### config.mk
export PLATFORM = sky130hd
export DESIGN_NAME = tiny8_core
export DESIGN_NICKNAME = d
export VERILOG_FILES = /design/src/rtl/tiny8_pkg.sv /design/src/rtl/tiny8_alu.sv /design/src/rtl/tiny8_cond.sv /design/src/rtl/tiny8_dmem.sv /design/src/rtl/tiny8_core.sv
export SDC_FILE = /design/constraint.sdc
export NUM_CORES = 1
export LEC_CHECK = 0
export ABC_CLOCK_PERIOD_IN_PS = 8550
export BUFFER_PORTS_ARGS = -buffer_cell sky130_fd_sc_hd__buf_2
export CORE_MARGIN = 4
export CORE_UTILIZATION = 40
export CTS_BUF_LIST = sky130_fd_sc_hd__clkbuf_8
export DETAILED_ROUTE_END_ITERATION = 16
export SLEW_MARGIN = 15
export SYNTH_ARGS = -nofsm -noshare
export SYNTH_HDL_FRONTEND = slang
export SYNTH_HIERARCHICAL = 1
export SYNTH_SLANG_ARGS = --single-unit
### constraint.sdc
create_clock -name clk -period 8.55 [get_ports clk]
set_input_delay 0.4275 -clock clk [delete_from_list [all_inputs] [get_ports clk]]
set_output_delay 0.4275 -clock clk [all_outputs]
set_load 0.02 [all_outputs]
### src/rtl/tiny8_pkg.sv
package tiny8_pkg;
    localparam int DW     = 8;
    localparam int IW     = 11;
    localparam int PCW    = 8;
    localparam int NREG   = 4;
    localparam int RSELW  = $clog2(NREG);
    localparam int DDEPTH = 16;
    localparam int DAW    = $clog2(DDEPTH);

    typedef enum logic {
        PH_FETCH = 1'b0,
        PH_EXEC  = 1'b1
    } phase_t;

    typedef struct packed {
        logic z;
        logic n;
        logic c;
        logic v;
    } flags_t;

    localparam logic [3:0] OP_AND = 4'd0;
    localparam logic [3:0] OP_OR  = 4'd1;
    localparam logic [3:0] OP_ADD = 4'd2;
    localparam logic [3:0] OP_SUB = 4'd3;
    localparam logic [3:0] OP_INC = 4'd4;
    localparam logic [3:0] OP_DEC = 4'd5;
    localparam logic [3:0] OP_CMP = 4'd8;

    localparam logic [2:0] CLS_NOP = 3'b000;
    localparam logic [2:0] CLS_ALU = 3'b001;
    localparam logic [2:0] CLS_MEM = 3'b010;
    localparam logic [2:0] CLS_JMP = 3'b011;
endpackage

### src/rtl/tiny8_alu.sv
module tiny8_alu
    import tiny8_pkg::*;
(
    input  logic [3:0]    op,
    input  logic [DW-1:0] a,
    input  logic [DW-1:0] b,
    output logic [DW-1:0] res,
    output flags_t        fl,
    output logic          writes,
    output logic          sets
);
    logic [DW-1:0] y;
    logic [DW:0]   wide;
    logic          arith;
    logic          subtract;

    always_comb begin
        arith    = 1'b0;
        subtract = 1'b0;
        writes   = 1'b0;
        sets     = 1'b0;
        y        = b;
        res      = '0;
        wide     = '0;
        unique case (op)
            OP_AND: begin res = a & b; writes = 1'b1; sets = 1'b1; end
            OP_OR:  begin res = a | b; writes = 1'b1; sets = 1'b1; end
            OP_ADD: begin arith = 1'b1; writes = 1'b1; sets = 1'b1; end
            OP_SUB: begin arith = 1'b1; subtract = 1'b1; writes = 1'b1; sets = 1'b1; end
            OP_INC: begin arith = 1'b1; y = DW'(1); writes = 1'b1; sets = 1'b1; end
            OP_DEC: begin arith = 1'b1; subtract = 1'b1; y = DW'(1); writes = 1'b1; sets = 1'b1; end
            OP_CMP: begin arith = 1'b1; subtract = 1'b1; sets = 1'b1; end
            default: ;
        endcase
        if (arith) begin
            wide = subtract ? ({1'b0, a} - {1'b0, y}) : ({1'b0, a} + {1'b0, y});
            res  = wide[DW-1:0];
        end
        fl.z = (res == '0);
        fl.n = res[DW-1];
        fl.c = arith & wide[DW];
        if (!arith)
            fl.v = 1'b0;
        else if (subtract)
            fl.v = (a[DW-1] != y[DW-1]) && (res[DW-1] != a[DW-1]);
        else
            fl.v = (a[DW-1] == y[DW-1]) && (res[DW-1] != a[DW-1]);
    end
endmodule

### src/rtl/tiny8_cond.sv
module tiny8_cond
    import tiny8_pkg::*;
(
    input  flags_t     fl,
    input  logic [3:0] code,
    output logic       take
);
    always_comb begin
        unique case (code)
            4'd0:    take = 1'b1;
            4'd1:    take = fl.z;
            4'd2:    take = fl.n;
            4'd3:    take = fl.c;
            4'd4:    take = !fl.c && !fl.z;
            4'd5:    take = fl.c;
            4'd6:    take = !fl.c;
            4'd7:    take = fl.c || fl.z;
            4'd8:    take = fl.z;
            4'd12:   take = !fl.z && (fl.n == fl.v);
            4'd13:   take = (fl.n != fl.v);
            4'd14:   take = (fl.n == fl.v);
            4'd15:   take = fl.z || (fl.n != fl.v);
            default: take = 1'b0;
        endcase
    end
endmodule

### src/rtl/tiny8_dmem.sv
module tiny8_dmem
    import tiny8_pkg::*;
#(
    parameter int DEPTH    = DDEPTH,
    parameter int OUT_ADDR = 14,
    parameter int IN_ADDR  = 13,
    localparam int AW      = $clog2(DEPTH)
) (
    input  logic          clk,
    input  logic          rst,
    input  logic          we,
    input  logic [AW-1:0] addr,
    input  logic [DW-1:0] wdata,
    input  logic [DW-1:0] io_in,
    output logic [DW-1:0] rdata,
    output logic [DW-1:0] io_out
);
    logic [DW-1:0] mem [DEPTH];

    always_ff @(posedge clk) begin
        if (rst) begin
            for (int i = 0; i < DEPTH; i++) mem[i] <= '0;
        end else if (we) begin
            mem[addr] <= wdata;
        end
    end

    assign rdata  = (addr == AW'(IN_ADDR)) ? io_in : mem[addr];
    assign io_out = mem[OUT_ADDR];
endmodule

### src/rtl/tiny8_core.sv
module tiny8_core
    import tiny8_pkg::*;
(
    input  logic           clk,
    input  logic           rst,
    output logic [PCW-1:0] imem_addr,
    input  logic [IW-1:0]  imem_data,
    input  logic [DW-1:0]  io_in,
    output logic [DW-1:0]  io_out
);
    phase_t           phase;
    logic [IW-1:0]    ir;
    logic [PCW-1:0]   pc;
    logic [DW-1:0]    regs [NREG];
    flags_t           flags;
    logic             wb_valid;
    logic [RSELW-1:0] wb_dst;
    logic [DW-1:0]    wb_val;

    // decoded controls
    logic             is_ldi, is_alu, is_mem, is_jmp, in_exec;
    logic [DW-1:0]    alu_res;
    flags_t           alu_fl;
    logic             alu_writes, alu_sets;
    logic             cond_ok, jump_taken;
    logic [DAW-1:0]   mem_addr;
    logic [DW-1:0]    mem_rdata;
    logic             mem_we;

    // state register
    always_ff @(posedge clk) begin
        if (rst) begin
            phase <= PH_FETCH;
        end else begin
            unique case (phase)
                PH_FETCH: phase <= PH_EXEC;
                PH_EXEC:  phase <= PH_FETCH;
            endcase
        end
    end

    // decode (outputs of the current phase)
    always_comb begin
        in_exec    = (phase == PH_EXEC);
        is_ldi     = ir[IW-1];
        is_alu     = !ir[IW-1] && (ir[IW-2:IW-3] == CLS_ALU[1:0]);
        is_mem     = !ir[IW-1] && (ir[IW-2:IW-3] == CLS_MEM[1:0]);
        is_jmp     = !ir[IW-1] && (ir[IW-2:IW-3] == CLS_JMP[1:0]);
        mem_addr   = ir[2] ? regs[ir[5:4]][DAW-1:0] : ir[7:4];
        mem_we     = in_exec && is_mem && ir[3];
        jump_taken = is_jmp && cond_ok;
    end

    assign imem_addr = pc;

    tiny8_alu u_alu (
        .op     (ir[7:4]),
        .a      (regs[ir[3:2]]),
        .b      (regs[ir[1:0]]),
        .res    (alu_res),
        .fl     (alu_fl),
        .writes (alu_writes),
        .sets   (alu_sets)
    );

    tiny8_cond u_cond (
        .fl   (flags),
        .code (ir[7:4]),
        .take (cond_ok)
    );

    tiny8_dmem u_dmem (
        .clk    (clk),
        .rst    (rst),
        .we     (mem_we),
        .addr   (mem_addr),
        .wdata  (regs[ir[1:0]]),
        .io_in  (io_in),
        .rdata  (mem_rdata),
        .io_out (io_out)
    );

    // datapath registers
    always_ff @(posedge clk) begin
        if (rst) begin
            ir       <= '0;
            pc       <= '0;
            flags    <= '0;
            wb_valid <= 1'b0;
            wb_dst   <= '0;
            wb_val   <= '0;
            for (int i = 0; i < NREG; i++) regs[i] <= '0;
        end else begin
            unique case (phase)
                PH_FETCH: begin
                    ir       <= imem_data;
                    wb_valid <= 1'b0;
                    if (wb_valid) regs[wb_dst] <= wb_val;
                end
                PH_EXEC: begin
                    pc       <= jump_taken ? regs[ir[1:0]] : pc + PCW'(1);
                    wb_valid <= is_alu && alu_writes;
                    wb_dst   <= ir[3:2];
                    wb_val   <= alu_res;
                    if (is_alu && alu_sets) flags <= alu_fl;
                    if (is_ldi) regs[ir[9:8]] <= ir[7:0];
                    if (is_mem && !ir[3]) regs[ir[1:0]] <= mem_rdata;
                end
            endcase
        end
    end
endmodule

==> results of run 1 <==
==> logic make-up (layout without fill, tap and decap cells) <==
family | Yosys count | count (layout) | share of synthesized area
AND/OR/NAND/NOR | 331 | 331 | 0.195
flip-flops | 193 | 193 | 0.522
AO/OA/AOI/OAI | 136 | 136 | 0.0893
multiplexers | 95 | 95 | 0.137
buffers and inverters | 64 | 90 | 0.0324
adder cells (fa/ha/maj) | 14 | 14 | 0.0167
XOR/XNOR | 9 | 9 | 0.00764
==> registers in the layout, indices dropped and copies added (netlist names), named ones only <==
register and count:
u_dmem/mem 120, regs 32, ir 11, imem_addr 8, wb_val 8, flags 4
wb_dst 2, in_exec 1, wb_valid 1
==> Yosys cell counts, types with 4 or more instances <==
cell	instances	area (sq um)
edfxtp_1	152	4560
and2_1	122	763
nor2_1	66	248
mux2i_1	47	470
dfxtp_1	41	821
mux4_2	36	811
a21oi_1	35	175
nand2_1	23	86.3
o21ai_0	22	110
clkbuf_1	18	67.6
o22ai_1	18	113
or2_2	18	113
inv_1	16	60.1
nor2_2	16	100
buf_2	15	75.1
mux2_2	12	135
nand2b_1	12	75.1
ha_1	9	113
nand3_1	8	40.0
nor3_1	8	40.0
a222oi_1	7	70.1
buf_6	7	78.8
o22a_1	7	61.3
xnor2_1	7	61.3
a21o_1	6	45.0
a31oi_1	6	37.5
buf_4	6	45.0
maj3_1	4	40.0
nand3b_1	4	30.0
o21ai_1	4	20.0
or3_1	4	25.0
==> final cells by class <==
class	count	area, sq um
well taps	330	413
multi-input cells	585	4600
clock inverters	15	153
clock buffers	17	234
inverters	16	60.1
flip-flops and latches	193	5390
fillers	2333	14200
repair buffers	42	225
==> power by group <==
part,total (mW),switching (mW),internal (mW)
Combinational,0.353,0.212,0.140
Sequential,1.07,0.0291,1.05
Clock,0.598,0.358,0.240
==> worst paths after layout <==
check,from,end,slack [ns],depth (start not counted)
max,flip-flop,flags[3],4.08,13
max reg2reg,flip-flop,flags[3],4.08,13
min,imem_data[10],ir[10],0.15,2
min reg2reg,wb_dst[1],wb_dst[1],0.48,2
==> routing by layer <==
metal / part of all wire / wire length, um / vias up / GRT usage
met3: 0.052 / 1300 / 22 / 0.0371
met5: 0 / 0 / - / 0
met4: 0.012 / 298 / 0 / 0.0395
met1: 0.45 / 11200 / 3246 / 0.244
met2: 0.49 / 12300 / 166 / 0.296
li1: - / - / 3177 / -
==> metrics, run 1 <==
status=finished, final reports clean; DRC Markers=0; root buffer cell=clkbuf_8; fmax=between 200 and 250 MHz; Net Count, Synth=873; DR WL/cell=20.9 um; Synth Warn #=6; DR vias/cell=5.52; ant diodes=0; gpl congestion=0.854; Worst path max stage delay=0.79 ns; Clock Latency Late Sink=about 0.47 ns; non-filler cells, final=1198; Mapped Cells=842; post-DP HPWL=roughly 17000 um; CTS tree=built; Slew HR=0.348; Setup CP Type=flip-flop to flip-flop; Max clock buf depth=2; post_cts resized=0; cell area after synthesis=10300 sq um; Setup TNS Final=0 ns; HP Class=input pin to flip-flop; CP max-delay cell=mux4_2; Peak VDD IR=0.000100 V; Starting Density=0.408; Routed WL=25000 um; final antenna-violating net count=0; Die ar.=28400 sq um; commonest non-fill, non-tap cell in the layout=edfxtp_1; LEAKAGE=4.00 nW; Slew @ Worst Pin=0.978 ns; final hold vios=0; Die W=169 um; dominant synthesized flop cell=edfxtp_1; # nets final=slightly below 900; commonest cells after routing, fill and taps aside=edfxtp_1, and2_1, nor2_1; initial antenna violation count=0; pre-CTS WS=a little over 4 ns; Core ar.=25300 sq um; Synth-to-Final Area Change=7.36%; min cycle time layout=4.47 ns; row count=58; Hold WS=0.153 ns; Final period util=0.523; Die Y=between 150 and 200 um; Final Max Tran Viols=0; clk slew on worst S/H paths=0.10 ns; worst-path fanout max=22; Buf+Inv Stages, Crit Path=0; RSZ-0062 raised after global routing=false; Vias=~6600; Final WS setup=4.08 ns; DP Cell Count=1166; total grt overflow=0; Post-DP Area=roughly 11000 sq um; fraction of layout cells with a size suffix above 1=0.213; largest net degree at the start of global routing=56; first-pass detailed-route iteration total=6; total track usage=0.179; worst path cell trace=mux4_2 -> or4_1 -> nand2b_1 -> a21oi_1 -> a311o_1 -> ha_1 -> a21o_1 -> or3_1 -> a32o_2 -> nor4_1 -> nor4bb_1 -> mux2i_1 -> nor2_1; kind of cell adding the most delay to the critical path=simple AND/OR/NAND/NOR gates; mean post-synth cell area=12.3 sq um; CTS Buf Count=17; Setup crit end kind=flip-flop; first-pass GRT wire length=38900 um; Setup Buffers After CTS=0; maxcap violations=0; Req. time, crit path=8.96 ns; crit start category=flip-flop; EDFF count, synth=152; Hold-fix buffers, CTS=0; synthesis-stage register bit count=193; CTS Sinks=193; total power=around 2.0 mW; Critical Path AT=4.88 ns; sequential area share after synthesis=0.522; ys async rst share=0; io pins=37; final setup vio count=0; Final Cell Area=around 11000 sq um; vias in the first global route=about 6600; initial DRC count=about 700; clock skew=0.0171 ns; pwr dens=183 nW/um^2; I/O Buffers=36; Yosys cell types=87; post-layout util=0.439; CTS HTree Levels=4
No activity file was read; power rests on OpenSTA's default activity.
==> run 2, diff against run 1 <==
--- a/config.mk
+++ b/config.mk
@@ -5,7 +5,8 @@
 export SDC_FILE = /design/constraint.sdc
 export NUM_CORES = 1
 export LEC_CHECK = 0
-export ABC_CLOCK_PERIOD_IN_PS = 8550
+export ABC_AREA = 1
+export ABC_CLOCK_PERIOD_IN_PS = 3890
 export BUFFER_PORTS_ARGS = -buffer_cell sky130_fd_sc_hd__buf_2
 export CORE_MARGIN = 4
 export CORE_UTILIZATION = 40
==> constraint.sdc (replaced) <==
create_clock -name clk -period 3.89 [get_ports clk]
set_input_delay 0.1945 -clock clk [delete_from_list [all_inputs] [get_ports clk]]
set_output_delay 0.1945 -clock clk [all_outputs]
set_load 0.02 [all_outputs]
==> metrics, run 2 <==
Setup TNS Final=0 ns (unchanged); Critical Path AT=3.69 ns (-1.19 ns); vias in the first global route=8167 (+23%); clock skew=0.0202 ns (+0.00312 ns); worst path cell trace=inv_1 -> o21ai_0 -> o21ai_0 -> nand2_1 -> o21ai_4 -> buf_4 -> nor2_4 -> nand2_1 -> nand2_1 -> o21ai_0 -> nand2_1 -> nor2_1 -> nor2_1 -> inv_1 -> nor2_1 -> nor2_1 -> nor2_1; I/O Buffers=36 (unchanged); HP Class=input pin to flip-flop; DR WL/cell=17.4 um (-16%); post-synth top area share=0.440 (-0.00245); commonest cells after routing, fill and taps aside=nand2_1, nor2_1, edfxtp_1; Synth Warn #=6 (unchanged); Worst Reg-to-Reg Cells=17 (+4); Area contributors post-synth=edfxtp_1, nand2_1, nor2_1; fraction of layout cells with a size suffix above 1=0.106 (-0.107); Max clock buf depth=2 (unchanged); Post-synth top cells=nand2_1, nor2_1, edfxtp_1; sequential area share after synthesis=0.517 (-0.00491); max reg flops=124 (+3.3%); RSZ-0062 raised after global routing=false; CTS Buf Count=17 (unchanged); Synth area leader=edfxtp_1; Vias=9023 (+36%); largest net degree at the start of global routing=32 (-43%); crit path to=regs[2][1]; hold depth=3 (+1); status=finished, final reports clean; fmax=297 MHz (+33%); gpl congestion=0.861 (+0.87%); final hold vios=0 (unchanged); total grt overflow=0 (unchanged); synthesis-stage register bit count=197 (+2.1%); initial DRC count=941 (+36%); maxcap violations=0 (unchanged); cell area after synthesis=10600 sq um (+3.2%); Starting Density=0.407 (-0.00109); LEAKAGE=5.25 nW (+31%); io pins=37 (unchanged); total power=4.74 mW (+130%); total track usage=0.207 (+0.0280); Final Max Tran Viols=0 (unchanged); CTS HTree Levels=4 (unchanged); Clock Latency Late Sink=0.48 ns (about the same); final antenna-violating net count=0 (unchanged); CP max-delay cell=nor2_4; ant diodes=0 (unchanged); min cycle time layout=3.37 ns (-1.11 ns); Largest Register=u_dmem/mem; Slew @ Worst Pin=0.970 ns (-0.00704 ns); crit start category=flip-flop; most frequent CP cell=nor2_1; root buffer cell=clkbuf_8; Peak VDD IR=0.000265 V (+160%); Req. time, crit path=4.22 ns (-4.74 ns); Yosys cell types=39 (-55%); FF-to-FF setup slack=0.52 ns (-3.55 ns); DRC Markers=0 (unchanged); CTS Sinks=197 (+2.1%); Routed WL=30300 um (+21%); biggest registers after layout=u_dmem/mem: 124 flops, regs: 32 flops, ir: 11 flops; Synth-to-Final Area Change=9.45%; Setup crit end kind=flip-flop; first-pass GRT wire length=46300 um (+19%); dominant synthesized flop cell=edfxtp_1; Die ar.=29300 sq um (+3.0%); first-pass detailed-route iteration total=7 (+1); Die W=171 um (+1.5%); final setup vio count=0 (unchanged); row count=59 (+1.7%); RR Endpoint=regs[2][1]; most common cell in the synthesized netlist=nand2_1; clk slew on worst S/H paths=0.10 ns (about the same); Core ar.=26100 sq um (+3.5%); DR vias/cell=5.20 (-5.8%); worst-path fanout max=27 (+23%); Final period util=0.865 (+0.342); Net Count, Synth=1382 (+58%); Mapped Cells=1351 (+60%); commonest non-fill, non-tap cell in the layout=nand2_1; ys async rst share=0 (unchanged); Worst path max stage delay=0.57 ns (-0.22 ns); Slew HR=0.351 (+0.00230); post-DP HPWL=21500 um (+28%); pwr dens=407 nW/um^2 (+120%); initial antenna violation count=0 (unchanged); EDFF count, synth=156 (+2.6%); # nets final=1419 (+60%); Die Y=171 um (+1.5%); Setup CP Type=flip-flop to flip-flop; CTS tree=built; mean post-synth cell area=7.88 sq um (-36%)
## run 2: cell count changes after synthesis, moves of 18 or more
cell,delta
nand2_1,+417
nor2_1,+190
and2_1,-121
inv_1,+103
nand3_1,+87
o21ai_0,+48
mux2i_1,-47
mux4_2,-36
or2_2,-18
## run 2: what timing repair did
| action | 4_1_cts | 5_1_grt |
|---|---|---|
| buffers inserted | 0 | 0 |
| resized for setup | 0 | 0 |
| hold buffers | 10 | 0 |
| endpoints found under the hold margin | 15 | 0 |
## run 2: worst min-delay path by stage
stage                        from     end  slack [ns]
floorplan           imem_data[10]  ir[10]        0.30
global placement     imem_data[8]   ir[8]        0.40
detailed placement   imem_data[6]   ir[6]        0.41
CTS                  imem_data[4]   ir[4]        0.03
global route                  rst   ir[9]        0.05
finish               imem_data[4]   ir[4]        0.05
## run 2: critical path: cells and delay by family (launching register included)
family | cells | cell delay, ns
AOI/OAI and AO/OA | 4 | 0.56
buffers and inverters | 3 | 0.52
DFF | 1 | 0.48
and+or+nand+nor | 10 | 1.64
## run 2: final cells by class
cell class | instances | area [sq um]
Multi-Input combinational cell | 978 | 4430
Sequential cell | 197 | 5510
Tap cell | 335 | 419
Timing Repair Buffer | 63 | 408
Fill cell | 2635 | 14500
Clock buffer | 17 | 234
Clock inverter | 15 | 161
Inverter | 131 | 492
## run 2: cells by family (layout without fill, tap and decap cells)
logic type	after synthesis	after routing	share of synthesized area
simple gates	848	848	0.338
flops	197	197	0.517
fa+ha+maj	10	10	0.0125
buf+inv	176	226	0.0676
compound gates	112	112	0.0572
xor+xnor	8	8	0.00729
## run 2: power breakdown
group / total [mW] / switching [mW] / leakage [nW] / internal [mW]
Combinational: 0.975 / 0.693 / 3.11 / 0.282
Sequential: 2.42 / 0.0667 / 1.95 / 2.35
Clock: 1.35 / 0.812 / 0.192 / 0.537
## run 2: routing by layer
layer | part of all wire | track usage
met5 | 0 | 0
met4 | 0.018 | 0.0558
met3 | 0.084 | 0.0444
met2 | 0.44 | 0.312
met1 | 0.46 | 0.302
## run 2: metrics by stage
step	utilization	area (sq um)	setup WS [ns]	cells	hold WS [ns]
floorplan	-	10600	0.974	1351	0.305
finish	0.446	11700	0.524	1736	0.0515
global route	0.446	11700	0.119	1736	0.0515
detailed placement	0.427	11200	0.593	1694	0.407
global placement	0.427	11200	0.658	1694	0.402
CTS	0.446	11700	0.574	1736	0.0274
==> run 3, diff against run 2 <==
--- a/config.mk
+++ b/config.mk
@@ -6,7 +6,7 @@
 export NUM_CORES = 1
 export LEC_CHECK = 0
 export ABC_AREA = 1
-export ABC_CLOCK_PERIOD_IN_PS = 3890
+export ABC_CLOCK_PERIOD_IN_PS = 2800
 export BUFFER_PORTS_ARGS = -buffer_cell sky130_fd_sc_hd__buf_2
 export CORE_MARGIN = 4
 export CORE_UTILIZATION = 40
==> constraint.sdc (replaced) <==
create_clock -name clk -period 2.8 [get_ports clk]
set_input_delay 0.14 -clock clk [delete_from_list [all_inputs] [get_ports clk]]
set_output_delay 0.14 -clock clk [all_outputs]
set_load 0.02 [all_outputs]
==> metrics, run 3 (same netlist as run 2, synthesis figures left out) <==
Setup CP Type=flip-flop to flip-flop; maxcap violations=0 (unchanged); final setup vio count=3 (+3); Final period util=1.01 (+0.143); Routed WL=32200 um (+6.4%); total track usage=0.212 (+0.00543); HP Class=input pin to flip-flop; initial DRC count=975 (+3.6%); fraction of layout cells with a size suffix above 1=0.244 (+0.138); Req. time, crit path=3.21 ns (-1.01 ns); non-filler cells, final=1850 (+6.6%); vias in the first global route=8760 (+7.3%); final antenna-violating net count=0 (unchanged); post-DP HPWL=22200 um (+3.2%); Vias=9638 (+6.8%); Slew @ Worst Pin=0.828 ns (-0.142 ns); final hold vios=0 (unchanged); status=complete, but fails checks; fmax=354 MHz (+19%); Peak VDD IR=0.000349 V (+32%); total grt overflow=0 (unchanged); Die W=171 um (unchanged); LEAKAGE=5.97 nW (+14%); first-pass GRT wire length=47900 um (+3.4%); biggest registers after layout=u_dmem/mem: 124 flops, regs: 32 flops, ir: 11 flops; Starting Density=0.407 (unchanged); Max clock buf depth=2 (unchanged); DR vias/cell=5.21 (+0.23%); gpl congestion=0.891 (+3.4%); CTS HTree Levels=4 (unchanged); # nets final=1533 (+8.0%); DRC Markers=0 (unchanged); max reg flops=124 (unchanged); Slew HR=0.447 (+0.0967); first-pass detailed-route iteration total=5 (-2); CTS Buf Count=17 (unchanged); clock skew=0.0300 ns (+0.00979 ns); post-layout util=0.501 (+0.0549); Clock Latency Late Sink=0.50 ns (+0.02 ns); initial antenna violation count=1 (+1); Die ar.=29300 sq um (unchanged); Die Y=171 um (unchanged); commonest non-fill, non-tap cell in the layout=nand2_1; total power=7.11 mW (+50%); Final WS setup=-0.0240 ns (-0.548 ns); commonest cells after routing, fill and taps aside=nand2_1, nor2_1, edfxtp_1; failing checks=setup timing; Critical Path AT=3.23 ns (-0.46 ns); I/O Buffers=36 (unchanged); DP Cell Count=1786 (+5.4%); ant diodes=0 (unchanged); Core ar.=26100 sq um (unchanged); io pins=37 (unchanged); worst-path fanout max=4 (-85%); Final Max Tran Viols=0 (unchanged); largest net degree at the start of global routing=32 (unchanged); pwr dens=543 nW/um^2 (+33%); RSZ-0062 raised after global routing=true; DR WL/cell=17.4 um (-0.20%); clk slew on worst S/H paths=0.13 ns (+0.03 ns); root buffer cell=clkbuf_8; Synth-to-Final Area Change=22.9%; min cycle time layout=2.82 ns (-0.542 ns); row count=59 (unchanged); Setup crit end kind=flip-flop; Largest Register=u_dmem/mem; crit start category=flip-flop; CTS tree=built; CTS Sinks=197 (unchanged)
## run 3: final timing paths
path / start / endpoint / slack, ns / depth (start not counted)
setup / recovery: regs[2][0] / wb_val[5] / -0.02 / 18
hold / removal: rst / ir[9] / 0.03 / 2
setup reg to reg: regs[2][0] / wb_val[5] / -0.02 / 18
hold reg to reg: imem_addr[7] / imem_addr[7] / 0.49 / 2
## run 3: layout make-up
cell class | instances | area [sq um]
tap | 335 | 419
multi-input combinational | 978 | 4810
sequential | 197 | 5510
clock buffer | 17 | 234
timing repair buffer | 177 | 1420
clock inverter | 15 | 190
inverter | 131 | 499
fill | 2547 | 13000
## run 3: critical path, cell delays in order, from the launching register on
cell,delay [ns]
edfxtp_1,0.45
nand2_1,0.11
nand3_2,0.08
and2_4,0.17
inv_2,0.05
nand4_1,0.18
a21oi_2,0.20
nor2_1,0.07
xor2_1,0.14
ha_1,0.34
nand2_2,0.09
inv_2,0.06
nand3_2,0.09
a21oi_2,0.17
nor2_2,0.06
nor2_1,0.14
buf_4,0.13
inv_1,0.03
a22o_1,0.18
## run 3: through the flow
stage                     worst slack [ns]  instance area [sq um]  hold slack [ns]   TNS, ns
after detailed placement           -0.0863                  11900            0.354    -0.323
after floorplan                    0.00770                  10700            0.250         0
after global placement             -0.0578                  11900            0.352    -0.137
final                              -0.0240                  13100           0.0335   -0.0585
after CTS                         -0.00524                  12500           0.0203  -0.00920
after global routing                -0.281                  13100           0.0326     -2.17
## run 3: metal layers
metal  global-route usage  vias to the layer above  wire, um
met4               0.0613                        2       705
met2                0.317                      372     14400
met1                0.317                     4571     14800
li1                     -                     4643         -
met3               0.0374                       50      2290
met5                    0                        -        11
## run 3: where the power goes
part | leakage [nW] | internal (mW) | switching (mW)
combinational | 3.81 | 0.660 | 1.13
clock | 0.213 | 0.708 | 1.25
sequential | 1.95 | 3.27 | 0.0888
total | 5.97 | 4.64 | 2.47
## run 3: what timing repair did
action,CTS,global route
hold buffers,11,0
endpoints found under the hold margin,17,0
buffers inserted,1,17
endpoints found under the setup margin,6,39
resized for setup,12,137
pin swaps,6,85
gates cloned,0,4
